[src/rtl/irqv_pkg.sv]
package irqv_pkg;
    typedef enum logic [1:0] {
        SRC_NONE = 2'd0,
        SRC_RST  = 2'd1,
        SRC_SWI  = 2'd2,
        SRC_HW   = 2'd3
    } src_e;
endpackage

[src/rtl/irqv_first.sv]
module irqv_first #(
    parameter int N  = 4,
    parameter int IW = 2
) (
    input  logic [N-1:0]  req,
    output logic          found,
    output logic [IW-1:0] idx
);
    // lowest set index wins
    always_comb begin
        found = 1'b0;
        idx   = '0;
        for (int i = N - 1; i >= 0; i--) begin
            if (req[i]) begin
                found = 1'b1;
                idx   = IW'(i);
            end
        end
    end
endmodule

[src/rtl/irqv_vecgen.sv]
module irqv_vecgen
    import irqv_pkg::*;
#(
    parameter int          IW      = 2,
    parameter int          ADDR_W  = 16,
    parameter logic [15:0] VEC_TOP = 16'h3FFE
) (
    input  src_e              src,
    input  logic [IW-1:0]     idx,
    output logic [ADDR_W-1:0] hi,
    output logic [ADDR_W-1:0] lo
);
    localparam logic [ADDR_W-1:0] TOP = ADDR_W'(VEC_TOP);

    always_comb begin
        case (src)
            SRC_RST: hi = TOP;
            SRC_SWI: hi = TOP - ADDR_W'(2);
            SRC_HW:  hi = TOP - ADDR_W'(4) - (ADDR_W'(idx) << 1);
            default: hi = '0;
        endcase
        lo = (src == SRC_NONE) ? '0 : hi + ADDR_W'(1);
    end
endmodule

[src/rtl/irq_vector_arbiter.sv]
module irq_vector_arbiter
    import irqv_pkg::*;
#(
    parameter int          NUM_HW  = 4,
    parameter int          ADDR_W  = 16,
    parameter logic [15:0] VEC_TOP = 16'h3FFE
) (
    input  logic              clk,
    input  logic              rst_n,
    input  logic              pin_rst_n,
    input  logic              int_rst,
    input  logic              swi_fetch_i,
    input  logic [NUM_HW-1:0] hw_req_i,
    input  logic              mask_i,
    input  logic              done_i,
    output logic              take_o,
    output logic [ADDR_W-1:0] vec_hi_o,
    output logic [ADDR_W-1:0] vec_lo_o,
    output logic              set_mask_o,
    output logic [NUM_HW-1:0] ack_o
);
    localparam int IW = (NUM_HW > 1) ? $clog2(NUM_HW) : 1;

    typedef struct packed {
        logic              busy;
        logic              take;
        logic              rst_pend;
        logic              swi_pend;
        logic [NUM_HW-1:0] snap;
        src_e              src;
        logic [IW-1:0]     idx;
    } st_t;

    localparam st_t ST_RST = '{busy: 1'b0, take: 1'b0, rst_pend: 1'b1,
                               swi_pend: 1'b0, snap: '0, src: SRC_NONE,
                               idx: '0};

    st_t st_d, st_q;

    logic              rst_req;
    logic              busy;
    logic [NUM_HW-1:0] snap_live;
    logic [NUM_HW-1:0] elig_snap;
    logic [NUM_HW-1:0] elig_new;
    logic              snap_hit, new_hit;
    logic [IW-1:0]     snap_idx, new_idx;

    assign rst_req   = ~pin_rst_n | int_rst;
    assign busy      = st_q.busy;
    assign snap_live = st_q.snap & hw_req_i;
    assign elig_snap = snap_live & {NUM_HW{~mask_i}};
    assign elig_new  = hw_req_i & {NUM_HW{~mask_i}};

    irqv_first #(.N(NUM_HW), .IW(IW)) u_first_snap (
        .req(elig_snap), .found(snap_hit), .idx(snap_idx)
    );

    irqv_first #(.N(NUM_HW), .IW(IW)) u_first_new (
        .req(elig_new), .found(new_hit), .idx(new_idx)
    );

    always_comb begin
        st_d      = st_q;
        st_d.take = 1'b0;
        st_d.snap = swi_fetch_i ? elig_new : snap_live;
        if (swi_fetch_i) begin
            st_d.swi_pend = 1'b1;
        end

        if (rst_req) begin
            st_d.busy     = 1'b0;
            st_d.rst_pend = 1'b1;
            st_d.swi_pend = 1'b0;
            st_d.snap     = '0;
            st_d.src      = SRC_NONE;
            st_d.idx      = '0;
        end else if (st_q.busy) begin
            if (done_i) begin
                st_d.busy = 1'b0;
                st_d.src  = SRC_NONE;
                st_d.idx  = '0;
            end
        end else if (st_q.rst_pend) begin
            st_d.rst_pend = 1'b0;
            st_d.take     = 1'b1;
            st_d.busy     = 1'b1;
            st_d.src      = SRC_RST;
            st_d.idx      = '0;
        end else if (st_q.swi_pend && snap_hit) begin
            st_d.take           = 1'b1;
            st_d.busy           = 1'b1;
            st_d.src            = SRC_HW;
            st_d.idx            = snap_idx;
            st_d.snap[snap_idx] = 1'b0;
        end else if (st_q.swi_pend && (snap_live == '0)) begin
            st_d.swi_pend = 1'b0;
            st_d.take     = 1'b1;
            st_d.busy     = 1'b1;
            st_d.src      = SRC_SWI;
            st_d.idx      = '0;
        end else if (new_hit) begin
            st_d.take          = 1'b1;
            st_d.busy          = 1'b1;
            st_d.src           = SRC_HW;
            st_d.idx           = new_idx;
            st_d.snap[new_idx] = 1'b0;
        end
    end

    always_ff @(posedge clk or negedge rst_n) begin
        if (!rst_n) begin
            st_q <= ST_RST;
        end else begin
            st_q <= st_d;
        end
    end

    irqv_vecgen #(.IW(IW), .ADDR_W(ADDR_W), .VEC_TOP(VEC_TOP)) u_vecgen (
        .src(st_q.src), .idx(st_q.idx), .hi(vec_hi_o), .lo(vec_lo_o)
    );

    assign take_o     = st_q.take;
    assign set_mask_o = st_q.take;

    always_comb begin
        for (int i = 0; i < NUM_HW; i++) begin
            ack_o[i] = st_q.busy && done_i && !rst_req &&
                       (st_q.src == SRC_HW) && (st_q.idx == IW'(i));
        end
    end
endmodule

[config.mk]
export PLATFORM = sky130hd
export DESIGN_NAME = irq_vector_arbiter
export DESIGN_NICKNAME = d
export VERILOG_FILES = /design/src/rtl/irqv_pkg.sv /design/src/rtl/irqv_first.sv /design/src/rtl/irqv_vecgen.sv /design/src/rtl/irq_vector_arbiter.sv
export SDC_FILE = /design/constraint.sdc
export NUM_CORES = 1
export LEC_CHECK = 0
export BUFFER_PORTS_ARGS = -buffer_cell sky130_fd_sc_hd__buf_4
export CORE_MARGIN = 3
export CORE_UTILIZATION = 40
export CTS_BUF_LIST = sky130_fd_sc_hd__clkbuf_8 sky130_fd_sc_hd__clkbuf_16
export DETAILED_ROUTE_END_ITERATION = 10
export PLACE_DENSITY = 0.7
export REMOVE_ABC_BUFFERS = 1
export SLEW_MARGIN = 20
export SYNTH_ARGS = -nofsm -noshare
export SYNTH_HDL_FRONTEND = slang
export SYNTH_SLANG_ARGS = --single-unit
[constraint.sdc]
create_clock -name clk -period 1.9 [get_ports clk]
set_input_delay 0.19 -clock clk [delete_from_list [all_inputs] [get_ports clk]]
set_output_delay 0.19 -clock clk [all_outputs]
set_load 0.005 [all_outputs]
### Yosys cells after proc, flatten, opt, wreduce, memory -nomap -nowiden

Index checks and enable logic that the tools add are counted.

| word-level totals | value |
|---|---|
| register bits | 12 |
| input bits | 11 |
| output and inout bits | 38 |
| word-level logic and storage cells | 92 |

| operators by class | value |
|---|---|
| $add $sub $neg | 2 |
| $lt $le $gt $ge | 4 |
| equal/unequal tests | 8 |
| mux-type cells | 44 |
| bitwise operators | 10 |
| reduce and logical (&&, ||, !) cells | 17 |

Operators by type and width:

| kind | count |
|---|---|
| $pmux W16 S3 | 1 |
| $mux W2 | 12 |
| $mux W4 | 6 |
| $and A4 B4 Y4 | 5 |
| $mux W1 | 17 |
| $add A16 B1 Y16 const B | 1 |
| $mux W16 | 1 |
| $mux W8 | 2 |
| $sub A14 B3 Y15 const A | 1 |
| $logic_and A1 B1 Y1 | 11 |
| $mux W10 | 1 |
| $eq A2 B2 Y1 const B | 4 |
| $not A4 Y4 | 2 |
| $mux W7 | 1 |
| $lt A2 B3 Y1 const B | 2 |
| $reduce_bool A6 Y1 | 1 |
| $mux W5 | 1 |
| $demux W1 S2 | 2 |
| $eq A2 B1 Y1 const B | 2 |
| $ge A2 B1 Y1 const B | 2 |
| $logic_not A2 Y1 | 2 |
| $logic_not A4 Y1 | 1 |
| $ne A3 B2 Y1 const B | 1 |
| $ne A2 B1 Y1 const B | 1 |
| 4 further kinds | 5 |

### Longest topological paths before layout

Gate-level depths: netlist of the first run.

| logic depth | value |
|---|---|
| word-level depth | 18 |
| mapped depth | 5 |
| depth with buffers taken out | 4 |

### Hierarchy

A second synthesis of the first run with hierarchy kept.

| unflattened totals | value |
|---|---|
| cell total of the unflattened synthesis | 144 |
| area, all modules | 1107.3 sq um |

Modules (own cells, without submodules):

| module | instances | cells an instance | area an instance (sq um) | sequential area each (sq um) |
|---|---|---|---|---|
| irq_vector_arbiter | 1 | 95 | 782.0 | 301.5 |
| irqv_vecgen | 1 | 35 | 255.2 | 0.0 |
| irqv_first | 2 | 7 | 35.0 | 0.0 |

### Least setup slack after synthesis of the first run

OpenSTA, ideal clock, no wires.

| path | value |
|---|---|
| path type | reg-to-reg |
| start | register st_q[5] in the netlist's numbering |
| end | register st_q[7] in the netlist's numbering |
| data arrival time | 1.235 ns |
| required time | 1.761 ns |
| path slack | 0.526 ns |
| cell stages (with the launch flop) | 6 |
| period minus slack after synthesis | 1.374 ns |
| cells stage by stage | dfrtp_1 -> and2_1 -> clkbuf_4 -> a2111oi_4 -> a41o_1 -> a21oi_1 |

RTL lines:

| item | RTL line | source |
|---|---|---|
| start: declaration | irq_vector_arbiter.sv:38 | `st_t st_d, st_q;` |
| start signal: assignment | irq_vector_arbiter.sv:114 | `st_q <= st_d;` |

### Worst setup path in the final report of the first run

| path | value |
|---|---|
| start | register st_q, in the netlist busy |
| end | output ack_o[0] |

| on the way | value |
|---|---|
| longest elaborated chain between the ends | 4 |

RTL lines:

| item | RTL line | source |
|---|---|---|
| $logic_and A1 B1 Y1 (3 in a row) | irq_vector_arbiter.sv:127 | `ack_o[i] = st_q.busy && done_i && !rst_req &&` |
| $logic_and A1 B1 Y1 | irq_vector_arbiter.sv:128 | `(st_q.src == SRC_HW) && (st_q.idx == IW'(i));` |
| end: declaration | irq_vector_arbiter.sv:20 | `output logic [NUM_HW-1:0] ack_o` |

No other way between the ends.

==> results of run 1 <==
==> cells in the mapped netlist (2+ instances only) <==
cell type	count
a21boi_0	2
a21oi_1	6
and3_1	2
buf_4	29
dfrtp_1	11
inv_1	4
nand2_1	11
nor2_1	13
nor2b_1	6
nor3_1	4
o211ai_1	4
o21ai_0	4
o2bb2ai_1	2
o31ai_1	3
==> path summary, 6_finish.rpt <==
| check | start | end | slack (ns) | cells past startpoint |
|---|---|---|---|---|
| max reg2reg | st_q[8]$_DFF_PN0_ | st_q[7]$_DFF_PN0_ | 0.44 | 4 |
| min reg2reg | st_q[9]$_DFFE_PN1P_ | st_q[9]$_DFFE_PN1P_ | 0.50 | 2 |
| max | busy$_DFF_PN0_ | ack_o[0] | 0.23 | 4 |
| min in group asynchronous | rst_n | st_q[7]$_DFF_PN0_ | 0.33 | 2 |
| min | int_rst | st_q[9]$_DFFE_PN1P_ | 0.21 | 3 |
| max in group asynchronous | rst_n | st_q[9]$_DFFE_PN1P_ | 1.34 | 2 |
==> layout make-up <==
| cell class | count | area, µm² |
|---|---|---|
| fill | 219 | 1070 |
| clock buffer | 4 | 55.1 |
| timing repair buffer | 45 | 340 |
| sequential | 12 | 302 |
| multi-input combinational | 82 | 518 |
| tap | 28 | 35.0 |
| inverter | 4 | 15.0 |
==> per-stage QoR <==
stage	setup slack (ns)	hold slack, ns	cells	power (mW)	area, µm²
2_1_floorplan	0.574	-0.106	98	0.340	835
3_3_place_gp	0.492	0.0419	170	0.455	1200
3_5_place_dp	0.470	0.0418	170	0.456	1200
4_1_cts	0.225	0.217	175	0.738	1260
5_1_grt	0.0465	0.235	175	0.766	1260
6_report	0.234	0.212	175	0.730	1260
==> power breakdown <==
group	leakage, nW	switching [mW]	internal (mW)
Combinational	0.440	0.0835	0.0925
Sequential	0.161	0.0105	0.265
Clock	0.0288	0.0957	0.183
==> layer usage <==
| layer | wire (µm) | GRT usage | vias to the layer above | share of wire |
|---|---|---|---|---|
| li1 | - | - | 448 | - |
| met1 | 946 | 0.172 | 420 | 0.41 |
| met2 | 1040 | 0.235 | 53 | 0.46 |
| met3 | 276 | 0.0204 | 2 | 0.12 |
| met4 | 16 | 0.0430 | 0 | 0.0070 |
| met5 | 0 | 0 | - | 0 |
==> flip-flops by register name, summed over array words and instances, names as in the netlist <==
name	flops
busy	1
set_mask_o	1
st_q	10
==> critical path: stages, from the launching register on <==
cell and delay [ns]:
dfrtp_1 0.45, nand2_1 0.10, nor3_1 0.32, nor3b_1 0.24, buf_4 0.14
==> cell families (layout without fill, tap and decap cells) <==
family / count (synthesis) / count (layout) / synth area share
AND/OR/NAND/NOR: 45 / 45 / 0.223
other: 1 / 5 / 0.00357
buffers and inverters: 35 / 53 / 0.234
flip-flops: 12 / 12 / 0.287
AO/OA/AOI/OAI: 32 / 32 / 0.253
==> results.ini, run 1 <==
[global_route]
grt_max_degree = 22
overflow = 0
antenna_found_initial = 0
grt_pass1_vias = 777
grt_pass1_wl_mm = 3.59
grtUsageTotal = 0.135

[die]
io_pins = 49
start_util = 0.449
fp.dieH_um = 57.2
die_width_um = 57.2
dieArea_um2 = 3280
core_um2 = 2340
rows = 17

[yosys]
synthArstFlopShare = 1.00
synth_cell_types = 38
avgSynthCellArea_um2 = 8.40
synth_edf_count = 0
synth.area.top_cells = dfrtp_1, buf_4, nor2_1
synth.yosys.seq_area_share = 0.287
synth_seq_cells = 12
synth_top_area_cell = dfrtp_1
yosys_warnings = 0
syn-instance-count = 125
synthFlopType = dfrtp_1
netlist.area_leader.share = 0.262
syn-cell-area_um2 = 1050

[setup_path]
worstSetupStartpointType = flop
cp_max_fo = 7
crit_required_ns = 1.71
crit_type = flop to output port
endpoint_kind = output port
cp.arrival_ns = 1.48

[timing]
hold_viol_final = 0
max_freq_ghz = 0.600
final-setup-viol-count = 0
fin_crit_sh = 0.877
report.final.slew_viol_count = 0
finalClockSkew_ns = 0.00164
tns_ns = 0
max_slew_margin = 0.650
grt_setup_unrepaired = false
tightest_slew_ns = 0.521
fin_crit_ns = 1.67

[route]
drt_iter0_markers = 22
ant_nets = 0
num_vias = 923
wl_per_cell_um = 13.0
viasPerCell = 5.27
drc = 0
wirelength_mm = 2.28
drt_pass1_iterations = 4

[clock_network]
cts_buffers = 3
htreeDepth = 1
cts_hold_buf = 1
cts_tree = yes
cts.clk_slew.worst_paths_ns = 0.05
postCtsSetupRepairBufs = 0
cts-root-buf = clkbuf_8
clockBufferDepth = 2
clkLatencyLatePin_ns = 0.24
numClockSinks = 12
cts_resized = 0

[pwr]
power_density_nw_per_um2 = 577
ir_drop_mv = 0.328
leakage_nw = 0.630

[layout]
final_util = 0.541
n_antenna_cell = 0
layout_commonest_cell = buf_4
drive_gt1_frac = 0.388
fin_nets = 159
final_cell_mix = buf_4, nor2_1, nand2_1, dfrtp_1
area_growth_pct = 20.5

[place]
dpl.hpwl_mm = 1.80
gp_congestion = 0.893
portBuffers = 43

[hold_path]
hold_path.class = input pin to flop

[flow_run]
drv_cap = 0

[run_status]
outcome = finished, final reports clean

Power figures use the tool's default switching activity.
==> run 2: changes to the inputs <==
--- a/config.mk
+++ b/config.mk
@@ -11,6 +11,7 @@
 export CTS_BUF_LIST = sky130_fd_sc_hd__clkbuf_8 sky130_fd_sc_hd__clkbuf_16
 export DETAILED_ROUTE_END_ITERATION = 10
 export PLACE_DENSITY = 0.7
+export RECOVER_POWER = 25
 export REMOVE_ABC_BUFFERS = 1
 export SLEW_MARGIN = 20
 export SYNTH_ARGS = -nofsm -noshare
==> constraint.sdc (replaced) <==
create_clock -name clk -period 1.7 [get_ports clk]
set_input_delay 0.17 -clock clk [delete_from_list [all_inputs] [get_ports clk]]
set_output_delay 0.17 -clock clk [all_outputs]
set_load 0.005 [all_outputs]
==> run 2 against run 1 <==
  * Final cell count did not move
  * Register-to-register slack got worse by 0.20 ns
  * Clock power fell by 4%
  * Non-clock buffer count did not move
  * Sequential power rose by 12%
  * Clock skew rose by 0.0064 ns
  * Critical path depth did not move
  * Highest routed layer unchanged
  * Critical path type unchanged
==> results.ini, run 2 (synthesized netlist as in run 1, its figures left out) <==
[timing]
final-setup-viol-count = 0  ; unchanged
tns_ns = 0  ; unchanged
fin_crit_sh = 0.879
fin_crit_ns = 1.49
layout_setup_ws_ns = 0.205  ; -0.0286 ns
max_freq_ghz = 0.669
max_slew_margin = 0.548  ; -0.102
tightest_slew_ns = 0.678  ; +0.156 ns
grt_setup_unrepaired = false
report.final.slew_viol_count = 0  ; unchanged
finalClockSkew_ns = 0.00803  ; +0.00639 ns
hold_viol_final = 0  ; unchanged

[pwr]
leakage_nw = 0.627  ; -0.34%
ir_drop_mv = 0.325  ; -1.2%
totalPowerFinal_mw = 0.774  ; +6.0%
power_density_nw_per_um2 = 614  ; +6.3%

[layout]
n_antenna_cell = 0  ; unchanged
drive_gt1_frac = 0.381  ; -0.00680
fin_nets = 159  ; unchanged
final_util = 0.539  ; -0.00160
layout_commonest_cell = buf_4
top_register = st_q
largest_register_ffs = 10  ; unchanged
final_cell_mix = buf_4, nor2_1, nand2_1, dfrtp_1
area_growth_pct = 20.1

[place]
gp_congestion = 0.923  ; +3.3%
dp_slack_ns = 0.285  ; -0.185 ns
dpl.hpwl_mm = 1.90  ; +5.7%
portBuffers = 43  ; unchanged

[hold_path]
hold_path.class = input pin to flop
hp-start = hw_req_i[2]

[route]
drt_iter0_markers = 25  ; +14%
wl_per_cell_um = 13.7  ; +5.3%
drt_pass1_iterations = 4  ; unchanged
viasPerCell = 5.27  ; unchanged
ant_nets = 0  ; unchanged
drc = 0  ; unchanged
num_vias = 923  ; unchanged
wirelength_mm = 2.40  ; +5.3%

[setup_path]
crit_type = flop to output port
crit-reg2reg-launch = st_q[8]$_DFF_PN0_
cpPeakStageDelay_ns = 0.40  ; -0.05 ns
worstSetupStartpointType = flop
endpoint_kind = output port
worstSetupStartpoint = st_q[2]$_DFFE_PN0P_
cp_cell_sequence = nand2_1, nor3_2, nor3b_2, buf_4
crit_required_ns = 1.53  ; -0.18 ns
crit_family = simple AND/OR/NAND/NOR gates
cp_max_fo = 5  ; -2
cp.arrival_ns = 1.32  ; -0.16 ns
slowest_stage = dfrtp_1
crit_buf_inv = 1  ; unchanged

[die]
die_width_um = 57.2  ; unchanged
start_util = 0.449  ; unchanged
rows = 17  ; unchanged
dieArea_um2 = 3280  ; unchanged
fp.dieH_um = 57.2  ; unchanged
io_pins = 49  ; unchanged
core_um2 = 2340  ; unchanged

[clock_network]
cts.clk_slew.worst_paths_ns = 0.06  ; about the same
htreeDepth = 1  ; unchanged
cts-root-buf = clkbuf_8
clkLatencyLatePin_ns = 0.25  ; about the same
clockBufferDepth = 2  ; unchanged
cts_tree = yes
numClockSinks = 12  ; unchanged
cts_buffers = 3  ; unchanged

[flow_run]
drv_cap = 0  ; unchanged

[global_route]
grtUsageTotal = 0.150  ; +0.0143
antenna_found_initial = 0  ; unchanged
grt_pass1_vias = 863  ; +11%
grt_pass1_wl_mm = 3.84  ; +7.1%
grt_max_degree = 22  ; unchanged
overflow = 0  ; unchanged

[run_status]
outcome = finished, final reports clean

-- run 2: worst register-to-register path: cells and delay by family, from the launching register on --
kind	cells	cell delay, ns
AO/OA/AOI/OAI	4	0.86
flip-flops	1	0.46
-- run 2: worst paths after layout --
check / to / slack (ns) / cells past startpoint
max reg2reg: st_q[7]$_DFF_PN0_ / 0.24 / 4
max in group asynchronous: st_q[4]$_DFF_PN0_ / 0.78 / 2
min reg2reg: st_q[9]$_DFFE_PN1P_ / 0.55 / 2
min in group asynchronous: st_q[7]$_DFF_PN0_ / 0.48 / 2
max: ack_o[0] / 0.21 / 4
min: st_q[6]$_DFF_PN0_ / 0.23 / 3
-- run 2: metrics by stage --
step | instance area [µm²] | hold WS [ns] | cells
after floorplan | 835 | -0.126 | 98
after global placement | 1200 | 0.0216 | 170
after detailed placement | 1200 | 0.0237 | 170
after CTS | 1250 | 0.228 | 175
after global routing | 1260 | 0.245 | 175
final | 1260 | 0.233 | 175
-- run 2: what timing repair did --
action                                  in CTS  in global routing
endpoints found under the setup margin       0                  4
gates resized for setup                      0                  2
endpoints found under the hold margin       12                  0
hold buffers                                 1                  0
buffers inserted                             0                  0
-- run 2: metal layers --
layer  vias up  wire length, µm  GRT usage
li1        444                -          -
met1       425              991      0.178
met2        47             1120      0.253
met5         -                0          0
met4         0               56     0.0695
met3         7              234     0.0362
-- run 2: report_power, final --
group,internal (mW),switching (mW)
logic,0.102,0.0947
clock network,0.159,0.110
registers,0.296,0.0119
total,0.557,0.217
-- run 2: layout make-up --
type                    count  area [µm²]
fillers                   217        1080
flip-flops and latches     12         302
inverters                   4        15.0
well taps                  28        35.0
multi-input cells          82         528
repair buffers             45         337
clock buffers               3        41.3
clock inverters             1        3.75
